### src/rtl/burst_addr_seq.sv
module burst_addr_seq #(
  parameter int AW = 16
) (
  input  logic          clk,
  input  logic          rst_n,
  input  logic          start,
  input  logic [AW-1:0] start_addr,
  input  logic          advance,
  input  logic          cfg_seq,
  input  logic          cfg_nowrap,
  input  logic [2:0]    cfg_len,
  output logic [AW-1:0] addr,
  output logic          valid,
  output logic          last
);
  localparam logic [2:0] LEN_EIGHT = 3'b010;
  localparam logic [2:0] LEN_ENDLESS = 3'b111;

  logic [AW-1:0] base_q, beat_q;
  logic          valid_q, seq_q, open_q, eight_q;
  logic [AW-1:0] mask, seq_wrap, seq_open, ilv_wrap, ilv_open;

  assign mask = eight_q ? AW'(7) : AW'(3);

  assign seq_open = base_q + beat_q;
  assign seq_wrap = (base_q & ~mask) | ((base_q + beat_q) & mask);
  assign ilv_wrap = base_q ^ (beat_q & mask);
  assign ilv_open = ((base_q & ~mask) + (beat_q & ~mask)) | ((base_q ^ beat_q) & mask);

  always_comb begin
    case ({seq_q, open_q})
      2'b11:   addr = seq_open;
      2'b10:   addr = seq_wrap;
      2'b01:   addr = ilv_open;
      default: addr = ilv_wrap;
    endcase
  end

  assign valid = valid_q;
  assign last  = valid_q & ~open_q & (beat_q == mask);

  always_ff @(posedge clk) begin
    if (!rst_n) begin
      base_q  <= '0;
      beat_q  <= '0;
      valid_q <= 1'b0;
      seq_q   <= 1'b1;
      open_q  <= 1'b0;
      eight_q <= 1'b0;
    end else if (start) begin
      base_q  <= start_addr;
      beat_q  <= '0;
      valid_q <= 1'b1;
      seq_q   <= cfg_seq | (cfg_len == LEN_ENDLESS);
      open_q  <= cfg_nowrap | (cfg_len == LEN_ENDLESS);
      eight_q <= (cfg_len == LEN_EIGHT);
    end else if (advance && valid_q) begin
      if (last) valid_q <= 1'b0;
      else      beat_q  <= beat_q + AW'(1);
    end
  end
endmodule


### config.mk
export PLATFORM = sky130hd
export DESIGN_NAME = burst_addr_seq
export DESIGN_NICKNAME = d
export VERILOG_FILES = /design/src/rtl/burst_addr_seq.sv
export SDC_FILE = /design/constraint.sdc
export NUM_CORES = 1
export LEC_CHECK = 0
export ABC_AREA = 1
export BUFFER_PORTS_ARGS = -buffer_cell sky130_fd_sc_hd__buf_2
export CORE_MARGIN = 3
export CORE_UTILIZATION = 50
export CTS_BUF_LIST = sky130_fd_sc_hd__clkbuf_8
export CTS_CLUSTER_SIZE = 16
export DETAILED_ROUTE_END_ITERATION = 10
export GPL_TIMING_DRIVEN = 0
export MAX_ROUTING_LAYER = met4
export PLACE_DENSITY = 0.74
export SLEW_MARGIN = 5
export SYNTH_ARGS = -nofsm -noshare
export SYNTH_HDL_FRONTEND = slang
export SYNTH_SLANG_ARGS = --single-unit
### constraint.sdc
create_clock -name clk -period 1.7 [get_ports clk]
set_input_delay 0.085 -clock clk [delete_from_list [all_inputs] [get_ports clk]]
set_output_delay 0.085 -clock clk [all_outputs]
set_load 0.02 [all_outputs]
After elaboration in Yosys (flattened, before gate mapping)
Cells that the tools add are included.
- multiplexer cells: 5
- bitwise gates (word level): 17
- add/subtract/negate cells: 3
- eq/ne operators: 6
- reductions and logical operators: 6
- operators with widths (kind ; number):
    16-bit by 3-bit AND with 16-bit output ; 3
    16-bit one-hot mux with 3 select lines ; 1
    16-bit adder ; 2
    16-bit AND ; 2
    16-bit bitwise OR ; 2
    16-bit bitwise XOR ; 2
    16-bit by 1-bit adder with 16-bit output (second input constant) ; 1
    16-bit by 3-bit == test with 1-bit output ; 1
    3-bit inverter with 16-bit output ; 1
    2-bit == test (second input constant) ; 2
    2-bit AND reduction ; 2
    2-bit nonzero test ; 2
    3-bit by 2-bit == test with 1-bit output (second input constant) ; 1
    3-bit == test (second input constant) ; 1
    1-bit 2-to-1 mux ; 3
    3-bit 2-to-1 mux ; 1
    1-bit inverter ; 3
    1-bit AND ; 2
    2-bit by 1-bit == test with 1-bit output (second input constant) ; 1
    1-bit bitwise OR ; 2
    2-bit OR reduction ; 1
    1-bit logical AND ; 1
- bits in registers: 36
- input bits: 25
- word-level logic and storage cells: 43

Logic depth before layout (Yosys ltp)
Gate-level depths: netlist of run 1.
- depth after elaboration: 6
- mapped depth: 12

Worst setup path before layout of run 1
No wires, ideal clock.
- path type: register to register
- start point: reg eight_q
- end point: reg valid_q, in the netlist valid
- setup slack: -0.323 ns
- cell stages (with the launch flop): 10
- data arrival time: 1.908 ns
- clock period less this slack: 2.023 ns
- required time: 1.585 ns
- path through: dfxtp_1 > inv_1 > ha_1 > nand2_2 > nor2_2 > inv_1 > nor4_1 > nand2_1 > nand3_1 > nand2_1
- longest elaborated chain between the ends: 5
- ends and longest elaborated chain (item ; RTL line ; RTL):
    from (decl) ; 20 ; logic valid_q, seq_q, open_q, eight_q;
    from (signal assigned) ; 56 ; eight_q <= (cfg_len == LEN_EIGHT);
    3-bit 2-to-1 mux ; 23 ; assign mask = eight_q ? AW'(7) : AW'(3);
    16-bit by 3-bit == test with 1-bit output ; 40 ; assign last = valid_q & ~open_q & (beat_q == mask);
    1-bit AND ; 40 ;
    named net last ; 14 ; output logic last
    2-bit nonzero test (no line) ; - ;
    2-bit AND reduction (no line) ; - ;
    to (signal assigned) ; 46 ; valid_q <= 1'b0;
    to (signal assigned) ; 53 ; valid_q <= 1'b1;
    to (signal assigned) ; 58 ; if (last) valid_q <= 1'b0;
    to (decl) ; 20 ;
The timed path passes the listed nets, and every way through them passes these cells.
A chain may end at the register's enable or synchronous reset.

Worst setup path after layout of run 1
- start point: reg base_q[0]
- end point: out addr[6]
- longest elaborated chain between the ends: 4
- elaborated cells on any way between the ends: 7
- those cells by class: add/sub (2); mux (1); bitwise (4)
- ends and longest elaborated chain (item ; RTL line ; RTL):
    from (decl) ; 19 ; logic [AW-1:0] base_q, beat_q;
    from (signal assigned) ; 51 ; base_q <= start_addr;
    16-bit AND / 16-bit adder (equally long branches) ; 28, 25, 26 ;
    16-bit adder / 16-bit by 3-bit AND with 16-bit output (equally long branches) ; 28, 26 ;
    16-bit bitwise OR (on tied branches) ; 28, 26 ;
    16-bit one-hot mux with 3 select lines (*) ; 31 ; case ({seq_q, open_q})
    to (decl) ; 12 ; output logic [AW-1:0] addr,
Mark *: on every way between the ends. The rest lies on a longest branch, timed or not.

==> metrics.csv, run 1 <==
stage,metric,value,unit
synth,synth_area,3070,um^2
drt,dr_total_vias,3679,
cts,htree_levels,2,
setup_path,slowest_stage,fa_2,
finish,register_area,787,um^2
sta,slew_headroom,0.593,
place,place_congestion,0.914,
grt,antenna_found_initial,0,
power,power,2.02,mW
floorplan,initial_core_util,0.537,
sta,min_period,2250,ps
synth,synthArstFlopShare,0,
grt,gr-total-overflow,0,
sta,max_clock_freq,444,MHz
synth,yosysMostFrequentCell,nand2_1,
floorplan,die_w,84.3,um
finish,n_fill_cell,394,
synth,yosys.area.top_type_share,0.235,
cts,cts_tree,built,
grt,grt_pass1_vias,3531,
sta,fin_ws,-554,ps
drt,route.detailed.drc,0,
sta,fin_crit_sh,1.33,
sta,fin_worst_skew,10.3,ps
synth,synth-edff-count,0,
sta,finalSetupViolCount,15,
drt,viasPerCell,5.78,
drt,wl_met2,5.13,mm
finish,design.final.nets,609,
floorplan,dieArea,7110,um^2
finish,drive_above_1_share,0.400,
finish,multi_input_area,2640,um^2
floorplan,rows,27,
setup_path,arrival,2170,ps
sta,hold_violations,0,
sta,rsz0062_at_grt,yes,
cts,clock_latency,300,ps
cts,cts.path.max_buffers,2,
finish,final_core_util,0.781,
power,power_density,454,nW/um^2
synth,yosysTopAreaCell,dfxtp_1,
setup_path,path_cells,ha_4 -> fa_2 -> nand2_2 -> nand2_2 -> nand3b_1 -> nand2_2 -> a21oi_2 -> o21ai_1 -> o211ai_1 -> buf_4,
synth,ys_types,42,
synth,yosys_warnings,0,
place,hpwlAfterDp,7.06,mm
power,ir_drop,407,uV
flow_run,cap_viol_max_count,0,
setup_path,critPathMaxFanout,3,
setup_path,crit_buf_inv,1,
setup_path,start_kind,flop,
setup_path,crit_path_max_incr_delay,380,ps
drt,dr.pass1.iters,5,
grt,grt_pass1_wl,16.6,mm
floorplan,core,5710,um^2
synth,avgSynthCellArea,6.42,um^2
setup_path,path_class,reg -> out,
cts,clock_tree.root_cell,clkbuf_8,
setup_path,cp_top_family,adder cells,
grt,grt_max_degree,13,
drt,wl_met3,761,um
synth,yosys-top-cells-area,"dfxtp_1 23%, nand2_1 17%, nand3_1 7.5%, ha_1 7.3%, inv_1 6.6%",
worst_hold_path,hp-class,in -> reg,
place,port_buffers,42,
status,status,finished with violations,
setup_path,worst-endpoint-required,1620,ps
sta,drv_slew,0,
synth,synth_ff_type,dfxtp_1,
floorplan,ios,43,
drt,detail-route-antenna-nets,0,
grt,grt.total_usage,0.292,
synth,synthCells,478,
floorplan,die_h,84.3,um
finish,antenna_cells,0,
drt,top_layer,met4,
synth,yosys-top-cells-count,"142 x nand2_1, 54 x inv_1, 46 x nand3_1",
setup_path,endpoint_kind,primary output,
cts,cts_buffers,5,
synth,synth-seq-cells,36,
drt,initialDrtViolationCount,255,
cts,cts.sinks,36,
synth,synth_nets,523,
setup_path,crit_top_cell,nand2_2,
power,p_leak,1.94,nW
status,violations,setup timing,
drt,routed_wl,10.6,mm
drt,wl_met1,4.42,mm
finish,area_delta_synth_final,45.3,%
drt,avgRoutedWirePerCell,16.7,um
synth,seq_area_frac_synth,0.235,
sta,worst_slew_pin_slew,611,ps
cts,cts.clk_slew.worst_paths,80,ps
==> kinds of logic (layout without fill, tap and decap cells) <==
group           count (synthesis)  count (layout)  share of synthesized area
compound gates                 82              82                      0.171
xor+xnor                       16              16                     0.0457
fa+ha+maj                      20              20                     0.0865
buf+inv                        64             151                     0.0869
flops                          36              36                      0.235
simple gates                  260             260                      0.375
==> path summary, 6_finish.rpt <==
check                          start                 endpoint  slack [ps]  cells after the start
max           base_q[0]$_SDFFE_PN0P_                  addr[6]        -550                     10
min reg2reg  beat_q[13]$_SDFFE_PP0P_  beat_q[13]$_SDFFE_PP0P_         520                      2
min                    start_addr[1]   base_q[1]$_SDFFE_PN0P_           6                      2
max reg2reg   beat_q[0]$_SDFFE_PP0P_  beat_q[14]$_SDFFE_PP0P_          50                      9
==> sequential cells by signal, summed over array words and instances (netlist names) <==
signal   flops
eight_q      1
base_q      16
valid        1
seq_q        1
open_q       1
beat_q      16
==> worst register-to-register path, stage by stage (launching register included) <==
cell and delay [ps]:
dfxtp_4 380, buf_4 160, ha_4 150, buf_4 130
nand2_1 100, nor3_4 170, nand3_1 130, xor2_1 170
nand2_1 90, a21oi_2 110
==> power breakdown <==
group / internal (mW) / total (mW) / switching [mW]
registers: 0.856 / 0.900 / 0.0438
logic: 0.217 / 0.501 / 0.283
clock network: 0.286 / 0.623 / 0.337
total: 1.36 / 2.02 / 0.664
==> routing by layer <==
| metal | GRT usage | up-vias |
|---|---|---|
| met5 | - | - |
| met2 | 0.484 | 191 |
| met4 | 0.0849 | 0 |
| met1 | 0.362 | 1690 |
| met3 | 0.0559 | 33 |
| li1 | - | 1765 |
==> final cells by class <==
class	count	share of cell area
Multi-Input combinational cell	378	0.592
Clock buffer	5	0.0154
Inverter	57	0.0494
Buffer	6	0.0101
Tap cell	72	0.0202
Timing Repair Buffer	80	0.132
Clock inverter	3	0.00421
Sequential cell	36	0.177
==> placed cells by master (no fill, tap or decap), drive strengths merged, types with 2 or more instances in the layout <==
cell type,n
dlygate4sd3,4
nand3,47
clkbuf,6
nand2,145
fa,2
nor3,8
xnor2,7
ha,18
xor2,9
dfxtp,36
a22o,11
o21ai,24
and2,5
a21oi,35
nand3b,3
nor2,38
inv,55
buf,81
o211ai,6
clkinv,4
or2,2
nand4,10
==> stage by stage <==
step                hold slack [ps]  std cells  setup WS (ps)  area [um^2]  TNS [ps]
floorplan                       198        478          -51.2         3140     -51.2
global placement                290        592           -277         3440     -3680
detailed placement              298        592           -319         3440     -4380
CTS                           0.393        627           -531         4220     -5750
global route                   11.7        637           -624         4460     -7640
finish                         5.98        637           -554         4460     -6150
==> timing repair <==
action | CTS | global route
setup endpoints to repair | 32 | 31
pin swaps | 37 | 25
buffers inserted | 24 | 12
gates resized for setup | 126 | 42
endpoints found under the hold margin | 4 | 0
hold buffers | 4 | 0
No activity file was read; power rests on OpenSTA's default activity.
==> inputs of run 2 (changes only) <==
HOLD_SLACK_MARGIN = 0.12   (was not set)
==> run 2 against run 1 <==
Effect of this change:
- the run still ends with setup timing left
- worst setup slack got worse by 23 ps
- final cell count rose by 4.7%
- sequential power barely moved
- clock skew barely moved
- register-to-register slack got worse by 120 ps
- total power rose by 5.4%
- die area did not move
- non-clock buffer count rose by 30
- maximum frequency fell by 1.0%
- wire length rose by 15%
- global-route usage rose by 2.0 points
==> metrics.csv, run 2 (same netlist as run 1, synthesis figures left out) <==
stage,metric,value,unit,change
sta,final.setup.tns,-7210,ps,-1060 ps
drt,dr_total_vias,3955,,+7.5%
sta,max_clock_freq,439,MHz,-1.0%
grt,gr-total-overflow,0,,unchanged
place,port_buffers,42,,unchanged
sta,drv_slew,0,,unchanged
power,clock_power_share,0.299,,-0.009
power,switchingPower,0.714,mW,+7.6%
cts,cts.path.max_buffers,2,,unchanged
sta,rsz0062_at_grt,yes,,
cts,htree_levels,2,,unchanged
floorplan,core,5710,um^2,unchanged
worst_hold_path,hp-class,reg -> reg,,
power,p_seq_frac,0.422,,-0.023
sta,fin_worst_skew,10.8,ps,+0.470 ps
power,pwr-share-comb,0.279,,+0.032
flow_run,cap_viol_max_count,0,,unchanged
place,pre_cts_ws,-319,ps,unchanged
power,p_sw_frac,0.335,,+0.00661
grt,antenna_found_initial,0,,unchanged
power,p_int,1.42,mW,+4.4%
setup_path,start_kind,flop,,
setup_path,path_class,reg -> out,,
finish,final_core_util,0.862,,+0.0811
setup_path,worst-endpoint-required,1620,ps,about the same
cts,cts.sinks,36,,unchanged
cts,cts_buffers,5,,unchanged
status,violations,setup timing,,
power,ir_drop,445,uV,+9.2%
floorplan,rows,27,,unchanged
floorplan,initial_core_util,0.537,,unchanged
sta,hold_slack,521,ps,+515 ps
power,p_leak,2.17,nW,+12%
floorplan,ios,43,,unchanged
finish,final_cell_mix,"108 x nand2_1, 51 x inv_1, 41 x buf_4",,
sta,finalSetupViolCount,30,,+15
status,status,finished with violations,,
place,hpwlAfterDp,7.06,mm,unchanged
drt,routed_wl,12.2,mm,+15%
finish,reg.largest.list,"base_q x16, beat_q x16",,
sta,fin_crit_sh,1.34,,+0.0136
sta,slew_headroom,0.569,,-0.0234
cts,cts_tree,built,,
drt,detail-route-antenna-nets,0,,unchanged
drt,initialDrtViolationCount,384,,+51%
grt,grt_max_degree,13,,unchanged
grt,grt_pass1_vias,3764,,+6.6%
finish,drive_above_1_share,0.434,,+0.0336
finish,design.final.nets,639,,+4.9%
grt,grt_pass1_wl,17.7,mm,+6.8%
finish,area_delta_synth_final,60.4,%,
finish,antenna_cells,0,,unchanged
drt,viasPerCell,5.93,,+2.7%
floorplan,die_w,84.3,um,unchanged
drt,avgRoutedWirePerCell,18.3,um,+9.5%
place,place_congestion,0.914,,unchanged
finish,layoutNonFillerInstCount,667,,+4.7%
sta,hold_violations,0,,unchanged
floorplan,die_h,84.3,um,unchanged
drt,route.detailed.drc,0,,unchanged
cts,clock_tree.root_cell,clkbuf_8,,
finish,mostFrequentLayoutCell,nand2_1,,
power,power_density,433,nW/um^2,-4.5%
setup_path,arrival,2190,ps,+20 ps
setup_path,endpoint_kind,primary output,,
grt,grt.total_usage,0.312,,+0.0203
sta,min_period,2280,ps,+23.2 ps
cts,clock_latency,300,ps,about the same
place,place_inst,592,,unchanged
sta,worst_slew_pin_slew,646,ps,+35.1 ps
drt,dr.pass1.iters,5,,unchanged
cts,cts.clk_slew.worst_paths,70,ps,about the same
floorplan,dieArea,7110,um^2,unchanged
sta,fin_ws,-577,ps,-23.2 ps
setup_path,critPathMaxFanout,3,,unchanged
==> run 2: through the flow <==
step | area (um^2) | total power, mW
after floorplan | 3140 | 1.17
after global placement | 3440 | 1.29
after detailed placement | 3440 | 1.30
after CTS | 4430 | 2.02
after global routing | 4920 | 2.21
final | 4920 | 2.13
==> run 2: critical path, cell delays in order, from the launching register on <==
cell and delay (ps):
dfxtp_2 330, inv_2 80, ha_4 140, nand3_4 60, fa_2 440, buf_4 160
inv_2 60, a21oi_1 80, nor2_1 110, nor2_1 50, nand2_1 70, o211ai_1 120
buf_4 180
==> run 2: power groups by stage <==
stage	Combinational [mW]	Clock (mW)	Sequential, mW
after floorplan	0.248	0	0.918
after CTS	0.494	0.635	0.896
after global placement	0.365	0	0.924
after global routing	0.634	0.676	0.904
after detailed placement	0.372	0	0.926
final	0.595	0.638	0.900
==> run 2: what timing repair did <==
action,4_1_cts,5_1_grt
pin swaps,37,41
setup endpoints to repair,32,31
hold buffers,25,0
resized for setup,126,83
buffers inserted,24,19
gates cloned,0,2
hold endpoints to repair,20,0
==> run 2: layout make-up <==
type | instances | area (um^2)
multi-input combinational | 378 | 2770
timing repair buffer | 110 | 918
fill | 281 | 788
sequential | 36 | 787
inverter | 57 | 221
tap | 72 | 90.1
clock buffer | 5 | 68.8
buffer | 6 | 48.8
clock inverter | 3 | 18.8
==> run 2: final timing paths <==
| path | start | end | slack (ps) | depth (start not counted) |
|---|---|---|---|---|
| worst min register to register | beat_q[13]$_SDFFE_PP0P_ | beat_q[13]$_SDFFE_PP0P_ | 520 | 2 |
| worst max register to register | beat_q[0]$_SDFFE_PP0P_ | beat_q[6]$_SDFFE_PP0P_ | -70 | 13 |
| worst min-delay path | beat_q[13]$_SDFFE_PP0P_ | beat_q[13]$_SDFFE_PP0P_ | 520 | 2 |
| worst max-delay path | eight_q$_SDFFE_PN0P_ | addr[8] | -580 | 12 |
==> run 2: layer usage <==
| layer | GRT usage | part of all wire | vias to the layer above |
|---|---|---|---|
| li1 | - | - | 1824 |
| met1 | 0.375 | 0.39 | 1819 |
| met2 | 0.528 | 0.49 | 251 |
| met3 | 0.0510 | 0.081 | 61 |
| met4 | 0.114 | 0.043 | 0 |
| met5 | - | 0 | - |
==> inputs of run 3 (changes only) <==
CORE_ASPECT_RATIO = 1.4   (was not set)
==> run 3 against run 2 <==
Effect of this change:
- total power is 4.0% higher
- largest power group unchanged
- non-clock buffer count down 18
- critical path type unchanged
- critical endpoint is now addr[6]
- the flow still finishes with violations (setup timing)
- core utilization down 8.4 points
==> metrics.csv, run 3 (same netlist as run 1, synthesis figures left out) <==
stage,metric,value,unit,change
power,ir_drop,530,uV,+19%
floorplan,rows,33,,+22%
place,place_area,3440,um^2,about the same
cts,cts_buffers,5,,unchanged
power,power_density,483,nW/um^2,+11%
place,place_congestion,0.958,,+4.9%
sta,slew_headroom,0.634,,+0.0643
finish,mostFrequentLayoutCell,nand2_1,,
finish,final_cell_mix,"116 x nand2_1, 49 x inv_1, 38 x nand3_1",,
finish,design_area,4590,um^2,-6.6%
cts,cts.sinks,36,,unchanged
drt,avgRoutedWirePerCell,18.1,um,-1.2%
drt,wl_met2,5.97,mm,-0.25%
grt,grt_pass1_wl,16.8,mm,-5.1%
sta,final.setup.tns,-6510,ps,+703 ps
cts,clock_latency,300,ps,about the same
finish,reg.largest.list,"base_q x16, beat_q x16",,
setup_path,critPathMaxFanout,4,,+1
floorplan,die_w,72.2,um,-14%
drt,initialDrtViolationCount,340,,-11%
sta,drv_slew,0,,unchanged
power,p_leak,1.98,nW,-8.8%
status,status,finished with violations,,
finish,drive_above_1_share,0.397,,-0.0367
sta,min_period,2260,ps,-18.1 ps
setup_path,worst-endpoint-required,1620,ps,about the same
setup_path,path_class,reg -> out,,
drt,route.detailed.drc,0,,unchanged
sta,fin_crit_sh,1.33,,-0.0107
drt,wl_met3,753,um,-24%
setup_path,crit_path_max_incr_delay,360,ps,-80 ps
sta,rsz0062_at_grt,yes,,
sta,max_clock_freq,443,MHz,+0.80%
drt,wl_met1,4.16,mm,-12%
sta,worst_slew_pin_slew,549,ps,-97.0 ps
power,power,2.22,mW,+4.0%
setup_path,rrSetupSlack,30,ps,+100 ps
place,port_buffers,42,,unchanged
drt,viasPerCell,6.02,,+1.6%
cts,cts.clk_slew.worst_paths,80,ps,about the same
finish,area_delta_synth_final,49.8,%,
cts,clock_tree.root_cell,clkbuf_8,,
floorplan,initial_core_util,0.520,,-0.0178
drt,routed_wl,11.7,mm,-4.1%
drt,detail-route-antenna-nets,0,,unchanged
setup_path,endpoint_kind,primary output,,
floorplan,ios,43,,unchanged
status,violations,setup timing,,
finish,design.final.nets,621,,-2.8%
worst_hold_path,hp-start,start,,
drt,dr.pass1.iters,5,,unchanged
sta,fin_ws,-559,ps,+18.1 ps
cts,cts.path.max_buffers,2,,unchanged
worst_hold_path,hp-class,in -> reg,,
grt,grt_pass1_vias,3622,,-3.8%
floorplan,dieArea,7130,um^2,+0.19%
flow_run,cap_viol_max_count,0,,unchanged
setup_path,start_kind,flop,,
setup_path,startpoint,base_q[3]$_SDFFE_PN0P_,,
floorplan,die_h,98.7,um,+17%
place,hpwlAfterDp,7.19,mm,+1.8%
setup_path,arrival,2170,ps,-20 ps
sta,finalSetupViolCount,15,,-50%
grt,antenna_found_initial,0,,unchanged
setup_path,reg2reg_from,beat_q[2]$_SDFFE_PP0P_,,
drt,dr_total_vias,3898,,-1.4%
grt,gr-total-overflow,0,,unchanged
sta,fin_worst_skew,15.1,ps,+4.35 ps
grt,grt_max_degree,13,,unchanged
grt,grt.total_usage,0.309,,-0.00376
finish,antenna_cells,0,,unchanged
drt,top_layer,met4,,
setup_path,slowest_stage,ha_1,,
cts,cts_tree,built,,
cts,htree_levels,2,,unchanged
floorplan,core,5900,um^2,+3.4%
setup_path,path_cells,ha_1 -> or2_2 -> nand3b_1 -> nand2_2 -> a21oi_2 -> o21ai_1 -> o211ai_1 -> buf_4,,
sta,hold_violations,0,,unchanged
-- run 3: cell count changes in the layout (fill, tap and decap cells not counted), sizes merged --
cell	change
bufinv	+1
clkinv	-2
clkbuf	-2
clkinvlp	+1
buf	-16
-- run 3: through the flow --
stage	util	std cells	setup slack, ps	hold WS, ps
6_report	0.778	647	-559	186
5_1_grt	0.778	647	-626	239
4_1_cts	0.738	637	-522	166
3_5_place_dp	0.582	590	-380	305
3_3_place_gp	0.582	590	-339	306
2_1_floorplan	-	478	-51.2	198
-- run 3: worst paths after layout --
kind                                                end  depth (start not counted)
worst max-delay path                            addr[6]                          8
worst min-delay path                 valid$_SDFFE_PN0P_                          3
worst min register to register   base_q[0]$_SDFFE_PN0P_                          1
worst max register to register  beat_q[13]$_SDFFE_PP0P_                          8
-- run 3: critical path, delay by kind of cell, from the launching register on --
family / cells / cell delay, ps
simple gates: 3 / 600
fa+ha+maj: 1 / 360
compound gates: 3 / 390
flops: 1 / 340
buf+inv: 1 / 190
-- run 3: power breakdown --
part | switching [mW] | leakage [nW] | internal, mW
logic | 0.290 | 1.62 | 0.237
registers | 0.0447 | 0.309 | 0.861
clock network | 0.349 | 0.0541 | 0.435
-- run 3: final cells by class --
| type | count | area (um^2) |
|---|---|---|
| multi-input combinational | 378 | 2630 |
| inverter | 57 | 219 |
| clock inverter | 3 | 42.5 |
| fill | 382 | 1310 |
| buffer | 7 | 57.6 |
| clock buffer | 5 | 68.8 |
| tap | 70 | 87.6 |
| sequential | 36 | 781 |
| timing repair buffer | 91 | 707 |
-- run 3: metal layers --
layer	track usage	up-vias
li1	-	1798
met5	-	-
met3	0.0337	76
met2	0.533	216
met4	0.188	0
met1	0.330	1808
-- run 3: what timing repair did --
| action | CTS | global route |
|---|---|---|
| hold endpoints to repair | 20 | 1 |
| pin swaps | 24 | 24 |
| hold buffers | 25 | 1 |
| buffers inserted | 14 | 11 |
| gates resized for setup | 120 | 49 |
| endpoints found under the setup margin | 28 | 31 |
